### src/rtl/jse_pkg.sv
package jse_pkg;

  // Operation codes carried on cmdOp
  typedef enum logic [1:0] {
    OP_SHIFT = 2'b00,
    OP_RESET = 2'b01,
    OP_TO_IR = 2'b10,
    OP_TO_DR = 2'b11
  } jseOp_e;

  // Strobes from the control FSM to the datapath
  typedef struct packed {
    logic load;   // latch a new shift command
    logic step;   // one data pulse finished: advance TDI, capture TDO
  } jseStrb_t;

endpackage

### src/rtl/jse_ctrl.sv
module jse_ctrl
  import jse_pkg::*;
#(
  parameter int CNT_W = 5,
  parameter int DIV_W = 8
) (
  input  logic             clk,
  input  logic             rstN,
  input  logic             start,
  input  logic [1:0]       cmdOp,
  input  logic [CNT_W-1:0] cmdLen,
  input  logic             cmdEnd,
  input  logic             cmdIdle,
  input  logic [DIV_W-1:0] tckHalf,
  output logic             busy,
  output logic             done,
  output logic             tck,
  output logic             tms,
  output jseStrb_t         strb
);

  localparam int BL_W  = CNT_W + 1;
  localparam int SEQ_W = 6;

  typedef enum logic [1:0] {S_IDLE, S_SEQ, S_SHIFT, S_DONE} state_e;

  state_e           state;
  logic [DIV_W-1:0] halfReg, divCnt, halfM1;
  logic [BL_W-1:0]  bitLeft;
  logic [SEQ_W-1:0] tmsSeq;
  logic [2:0]       seqLeft;
  logic             tckR, tmsR, endReg, idleReg;
  logic             active, phaseEnd, pulseEnd, accept;

  always_comb begin
    halfM1    = (tckHalf == '0) ? '0 : tckHalf - DIV_W'(1);
    active    = (state == S_SEQ) || (state == S_SHIFT);
    phaseEnd  = active && (divCnt == '0);
    pulseEnd  = phaseEnd && tckR;
    accept    = (state == S_IDLE) && start;
    strb.load = accept && (cmdOp == OP_SHIFT);
    strb.step = pulseEnd && (state == S_SHIFT);
  end

  always_ff @(posedge clk) begin
    if (!rstN) begin
      state   <= S_IDLE;
      halfReg <= '0;
      divCnt  <= '0;
      bitLeft <= '0;
      tmsSeq  <= '0;
      seqLeft <= '0;
      tckR    <= 1'b0;
      tmsR    <= 1'b0;
      endReg  <= 1'b0;
      idleReg <= 1'b0;
    end else begin
      case (state)
        S_IDLE: if (start) begin
          halfReg <= halfM1;
          divCnt  <= halfM1;
          tckR    <= 1'b0;
          endReg  <= cmdEnd;
          idleReg <= cmdIdle;
          case (cmdOp)
            OP_SHIFT: begin
              bitLeft <= {1'b0, cmdLen} + BL_W'(1);
              tmsR    <= (cmdLen == '0) && cmdEnd;
              state   <= S_SHIFT;
            end
            OP_RESET: begin
              tmsSeq  <= 6'b011111;
              seqLeft <= 3'd6;
              tmsR    <= 1'b1;
              state   <= S_SEQ;
            end
            OP_TO_IR: begin
              tmsSeq  <= 6'b000011;
              seqLeft <= 3'd4;
              tmsR    <= 1'b1;
              state   <= S_SEQ;
            end
            default: begin
              tmsSeq  <= 6'b000001;
              seqLeft <= 3'd3;
              tmsR    <= 1'b1;
              state   <= S_SEQ;
            end
          endcase
        end
        S_SEQ, S_SHIFT: begin
          if (phaseEnd) begin
            divCnt <= halfReg;
            tckR   <= ~tckR;
          end else begin
            divCnt <= divCnt - DIV_W'(1);
          end
          if (pulseEnd) begin
            if (state == S_SEQ) begin
              tmsSeq  <= tmsSeq >> 1;
              seqLeft <= seqLeft - 3'd1;
              if (seqLeft == 3'd1) state <= S_DONE;
              else                 tmsR  <= tmsSeq[1];
            end else if (bitLeft == BL_W'(1)) begin
              if (endReg) begin
                // tail: Exit1 -> Update (-> Run-Test/Idle)
                tmsSeq  <= 6'b000001;
                seqLeft <= idleReg ? 3'd2 : 3'd1;
                tmsR    <= 1'b1;
                state   <= S_SEQ;
              end else begin
                state <= S_DONE;
              end
            end else begin
              bitLeft <= bitLeft - BL_W'(1);
              tmsR    <= (bitLeft == BL_W'(2)) && endReg;
            end
          end
        end
        default: state <= S_IDLE;
      endcase
    end
  end

  assign busy = (state != S_IDLE);
  assign done = (state == S_DONE);
  assign tck  = tckR;
  assign tms  = tmsR;


  tck_idle_low_chk: assert property (@(posedge clk) disable iff (!rstN)
    !busy |-> !tck);


  done_single_chk: assert property (@(posedge clk) disable iff (!rstN)
    done |=> !done);


  accept_idle_chk: assert property (@(posedge clk) disable iff (!rstN)
    $rose(busy) |-> $past(start));


  tms_steady_chk: assert property (@(posedge clk) disable iff (!rstN)
    tck |-> $stable(tms));


  tms_low_mid_chk: assert property (@(posedge clk) disable iff (!rstN)
    (state == S_SHIFT && bitLeft > BL_W'(1)) |-> !tms);

endmodule

### src/rtl/jse_datapath.sv
module jse_datapath
  import jse_pkg::*;
#(
  parameter int DATA_W = 32,
  parameter int CNT_W  = 5
) (
  input  logic              clk,
  input  logic              rstN,
  input  jseStrb_t          strb,
  input  logic [DATA_W-1:0] cmdData,
  input  logic [CNT_W-1:0]  cmdLen,
  input  logic              cmdMsbFirst,
  input  logic              tdo,
  output logic              tdi,
  output logic [DATA_W-1:0] rdata
);

  localparam logic [CNT_W-1:0] TOP_IDX = CNT_W'(DATA_W - 1);

  logic [DATA_W-1:0] shReg, capReg, alignIn, revIn, revCap;
  logic [CNT_W-1:0]  lenReg, padIn, padReg;
  logic              msbReg;

  // Normalise both orders to "bit 0 goes out first"
  always_comb begin
    padIn   = TOP_IDX - cmdLen;
    padReg  = TOP_IDX - lenReg;
    alignIn = cmdData << padIn;
    for (int i = 0; i < DATA_W; i++) begin
      revIn[i]  = alignIn[DATA_W-1-i];
      revCap[i] = capReg[DATA_W-1-i];
    end
    rdata = msbReg ? revCap : (capReg >> padReg);
  end

  always_ff @(posedge clk) begin
    if (!rstN) begin
      shReg  <= '0;
      capReg <= '0;
      lenReg <= '0;
      msbReg <= 1'b0;
    end else if (strb.load) begin
      shReg  <= cmdMsbFirst ? revIn : cmdData;
      capReg <= '0;
      lenReg <= cmdLen;
      msbReg <= cmdMsbFirst;
    end else if (strb.step) begin
      shReg  <= shReg >> 1;
      capReg <= {tdo, capReg[DATA_W-1:1]};
    end
  end

  assign tdi = shReg[0];

endmodule

### src/rtl/jtag_shift_engine.sv
module jtag_shift_engine
  import jse_pkg::*;
#(
  parameter int DATA_W = 32,
  parameter int DIV_W  = 8
) (
  input  logic                        clk,
  input  logic                        rstN,
  input  logic                        start,
  input  logic [1:0]                  cmdOp,
  input  logic [DATA_W-1:0]           cmdData,
  input  logic [$clog2(DATA_W)-1:0]   cmdLen,
  input  logic                        cmdMsbFirst,
  input  logic                        cmdEnd,
  input  logic                        cmdIdle,
  input  logic [DIV_W-1:0]            tckHalf,
  output logic                        busy,
  output logic                        done,
  output logic [DATA_W-1:0]           rdata,
  output logic                        tck,
  output logic                        tms,
  output logic                        tdi,
  input  logic                        tdo
);

  localparam int CNT_W = $clog2(DATA_W);

  jseStrb_t strb;

  jse_ctrl #(.CNT_W(CNT_W), .DIV_W(DIV_W)) u_ctrl (
    .clk(clk), .rstN(rstN), .start(start), .cmdOp(cmdOp), .cmdLen(cmdLen),
    .cmdEnd(cmdEnd), .cmdIdle(cmdIdle), .tckHalf(tckHalf),
    .busy(busy), .done(done), .tck(tck), .tms(tms), .strb(strb)
  );

  jse_datapath #(.DATA_W(DATA_W), .CNT_W(CNT_W)) u_dp (
    .clk(clk), .rstN(rstN), .strb(strb), .cmdData(cmdData), .cmdLen(cmdLen),
    .cmdMsbFirst(cmdMsbFirst), .tdo(tdo), .tdi(tdi), .rdata(rdata)
  );


  tdi_steady_chk: assert property (@(posedge clk) disable iff (!rstN)
    tck |-> $stable(tdi));

endmodule

### config.mk
export PLATFORM = sky130hd
export DESIGN_NAME = jtag_shift_engine
export DESIGN_NICKNAME = d
export VERILOG_FILES = /design/src/rtl/jse_pkg.sv /design/src/rtl/jse_ctrl.sv /design/src/rtl/jse_datapath.sv /design/src/rtl/jtag_shift_engine.sv
export SDC_FILE = /design/constraint.sdc
export NUM_CORES = 1
export LEC_CHECK = 0
export BUFFER_PORTS_ARGS = -buffer_cell sky130_fd_sc_hd__buf_2
export CORE_MARGIN = 4
export CORE_UTILIZATION = 35
export CTS_BUF_LIST = sky130_fd_sc_hd__clkbuf_8
export DETAILED_ROUTE_END_ITERATION = 10
export PLACE_DENSITY = 0.57
export SETUP_SLACK_MARGIN = 0.05
export SLEW_MARGIN = 40
export SYNTH_ARGS = -nofsm -noshare
export SYNTH_HDL_FRONTEND = slang
export SYNTH_SLANG_ARGS = --single-unit
### constraint.sdc
create_clock -name clk -period 2.8 [get_ports clk]
set_input_delay 0.28 -clock clk [delete_from_list [all_inputs] [get_ports clk]]
set_output_delay 0.28 -clock clk [all_outputs]
set_load 0.01 [all_outputs]
==> flow_summary.ini <==
[outcome]
status = finished, final reports clean

[power]
switching_share_pct = 44.4
pwr_density_cell_nw_per_um2 = 564
p_leak_nw = 3.48
combPwrFrac_pct = 49.2
clockPowerShare_pct = 15.9
p_int_mw = 3.19
peakVddDrop_uv = 413
switching_power_mw = 2.55
seqPwrFrac_pct = 34.9

[clock_network]
cts_num_sinks = 105
cts.htree.levels = 3
holdBufCountCts = 0
cts_root_buf = clkbuf_8
clk_latency_ns = 0.39
clk_pin_slew_ns = 0.12
cts_buffers = 9
cts_tree = done
cts_buffer_depth = 2

[grt]
grt_pass1_wl_um = 48400
grt_pass1_vias = 8522
grt_max_degree = 40
grt-ovfl-total = 0
antenna_found_initial = 0
grt_usage_pct = 20.8

[setup_path]
worstSetupStartpoint = u_dp.lenReg[2]
critPathArrivalTime_ns = 2.38
cp_slowest_cell = mux4_2
cp_cell_sequence = mux4_2 -> mux2_2 -> or2_2 -> a32oi_1 -> o21ai_0 -> buf_2
crit_type = register to output port
critPathLaunchType = register
reg2reg_from = u_ctrl.state[0]
reg2reg_depth = 7
cp.required_ns = 2.52
rrSetupSlack_ns = 0.33
crit_family = multiplexers
max_stage_delay_ns = 0.54
critPathCapture = rdata[9]
cp.depth = 6
crit_fanout = 9
r2r_end = u_ctrl.divCnt[7]
worst-path-buf-inv = 1
end_kind = output port

[timing]
clock.fmax_mhz = 376
fin_crit_ns = 2.66
worst_pin_slew_ns = 0.663
rsz0062_at_grt = true
finalSetupTns_ns = 0
final_max_slew_viol_count = 0
period_share_pct = 95.0
slew_headroom_pct = 55.6
hold_viol = 0
finalSetupViolations = 0
skew_ns = 0.0208

[synth]
syn_area_per_cell_um2 = 8.40
syn_nets = 1156
synth-edff-count = 0
yosysUniqueCellTypes = 76
synth_ff_type = dfxtp_1
synthCells = 1083
ys_warn_count = 0
synth-seq-cells = 105
yosysSeqAreaShare_pct = 23.1
synth-async-reset-ratio_pct = 0
yosysTopAreaCell = dfxtp_1
synth_top_cells_by_area = dfxtp_1 (23%), mux4_2 (17%), nand2_1 (7.8%)
synth_top_area_share_pct = 23.1
synth_area_um2 = 9090

[final_layout]
area_growth_syn_to_layout_pct = 11.8
fin_area_um2 = 10200
drive_above_1_share_pct = 23.9
fin_nets = 1208
fillers = 2614
diodes = 0

[hold_path]
hold_path.class = input pin to register

[route]
vias_per_cell = 6.15
drc = 0
vias = 9040
routed_wl_um = 30600
ant_nets = 0
drtPass1Iterations = 5
drt-initial-drc-count = 987
wl_per_cell_um = 20.8

[job]
drv_cap = 0

[floorplanning]
core_um2 = 25400
pin_count = 91
dieArea_um2 = 28600
die_w_um = 169
die_y_um = 169
initial_core_util_pct = 35.8
fp-row-count = 58

[placed_design]
globalplace.congestion = 0.953
placed_area_um2 = 9910
hpwl_um = 22500
io_buffers = 90
layout make-up:
class	instances	area, um2	share of cell area [%]
Clock inverter	6	50.0	0.492
Sequential cell	105	2110	20.8
Timing Repair Buffer	137	857	8.43
Clock buffer	9	124	1.22
Multi-Input combinational cell	853	6500	63.9
Inverter	29	109	1.07
Tap cell	330	413	4.06
cells by family after synthesis:
kind of cell / synth area share (%)
compound gates: 24.2
xor+xnor: 1.25
fa+ha+maj: 2.61
buf+inv: 5.88
flops: 23.1
mux: 25.9
simple gates: 17.1
cells in the mapped netlist, types with 3 or more instances:
library cell / number
nor2b_1: 11
a22o_1: 4
xor2_1: 4
a21oi_1: 103
a32o_1: 6
a211oi_1: 23
mux4_2: 70
nand3b_1: 4
a32oi_1: 4
o211ai_1: 13
o21a_1: 4
buf_1: 6
mux2_2: 22
nand3_1: 14
and2_1: 3
nand2b_1: 10
buf_4: 9
o22ai_1: 14
nand4_1: 3
o221ai_1: 6
nand2_1: 189
xnor2_1: 9
mux2i_1: 53
a22oi_1: 6
nor4_1: 6
a221oi_1: 17
dfxtp_1: 105
inv_1: 28
ha_1: 19
a311oi_1: 9
buf_2: 25
nor3_1: 17
nor2_1: 56
o21ai_1: 6
and3_1: 6
a211o_1: 3
or2_2: 3
a31oi_1: 19
o21ai_0: 67
or4_1: 3
clkbuf_1: 56
power by group through the flow:
stage | clock network (mW) | logic [mW] | registers, mW
6_report | 0.912 | 2.82 | 2.00
5_1_grt | 0.996 | 3.13 | 2.04
4_1_cts | 0.949 | 2.80 | 2.00
3_5_place_dp | 0 | 2.78 | 2.03
3_3_place_gp | 0 | 2.76 | 2.03
2_1_floorplan | 0 | 2.13 | 1.94
worst register-to-register path, delay by kind of cell, from the launching register on:
family / cells / cell delay [ns]
fa+ha+maj: 1 / 0.55
compound gates: 2 / 0.31
buf+inv: 2 / 0.43
simple gates: 2 / 0.70
flops: 1 / 0.43
through the flow:
stage | setup WS, ns | hold WS [ns] | total power [mW] | util (%) | cells
floorplan | 0.599 | 0.416 | 4.07 | - | 1083
global placement | 0.294 | 0.443 | 4.79 | 39.0 | 1452
detailed placement | 0.362 | 0.457 | 4.81 | 39.0 | 1452
CTS | 0.0690 | 0.0897 | 5.74 | 39.8 | 1467
global route | 0.0488 | 0.122 | 6.16 | 40.0 | 1469
finish | 0.139 | 0.109 | 5.74 | 40.0 | 1469
flip-flops by register name, summed over array words and instances (netlist names), 2 cells and up:
register,flops
u_ctrl.halfReg,8
u_ctrl.bitLeft,6
u_ctrl.divCnt,8
u_ctrl.tmsSeq,4
u_dp.lenReg,5
u_dp.shReg,32
u_dp.capReg,32
u_ctrl.seqLeft,3
u_ctrl.state,2
layer usage:
| layer | wire (um) | vias up | track usage [%] |
|---|---|---|---|
| met1 | 13800 | 4391 | 29.7 |
| met4 | 774 | 0 | 5.60 |
| met3 | 2200 | 55 | 3.87 |
| li1 | - | 4204 | - |
| met5 | 0 | - | 0 |
| met2 | 13800 | 390 | 32.4 |
worst min path at each step:
stage / from / to / cells past startpoint
final: cmdIdle / u_ctrl.idleReg / 3
after global routing: cmdIdle / u_ctrl.idleReg / 3
after CTS: cmdIdle / u_ctrl.idleReg / 3
after detailed placement: u_ctrl.halfReg[5] / u_ctrl.halfReg[5] / 2
after global placement: u_ctrl.halfReg[5] / u_ctrl.halfReg[5] / 2
after floorplan: cmdIdle / u_ctrl.idleReg / 2
timing repair:
| item | in CTS | in global routing |
|---|---|---|
| endpoints found under the setup margin | 11 | 14 |
| pin swaps | 0 | 0 |
| buffers inserted | 0 | 2 |
| gates resized for setup | 6 | 11 |
cell usage in the layout (no fill, tap or decap), types with 9 or more instances in the layout:
cell	netlist	routed
ha_1	19	19
nor3_1	17	17
buf_2	25	90
inv_1	28	28
clkbuf_8	0	9
mux2_2	22	22
nand3_1	14	14
o211ai_1	13	13
nor2_1	56	56
buf_4	9	42
xnor2_1	9	9
nand2b_1	10	10
a31oi_1	19	19
mux2i_1	53	46
a221oi_1	17	17
o22ai_1	14	14
a211oi_1	23	23
a311oi_1	9	9
nor2b_1	11	11
mux4_2	70	70
o21ai_0	67	67
nand2_1	189	189
a21oi_1	103	103
dfxtp_1	105	102
No activity file was read; power rests on OpenSTA's default activity.
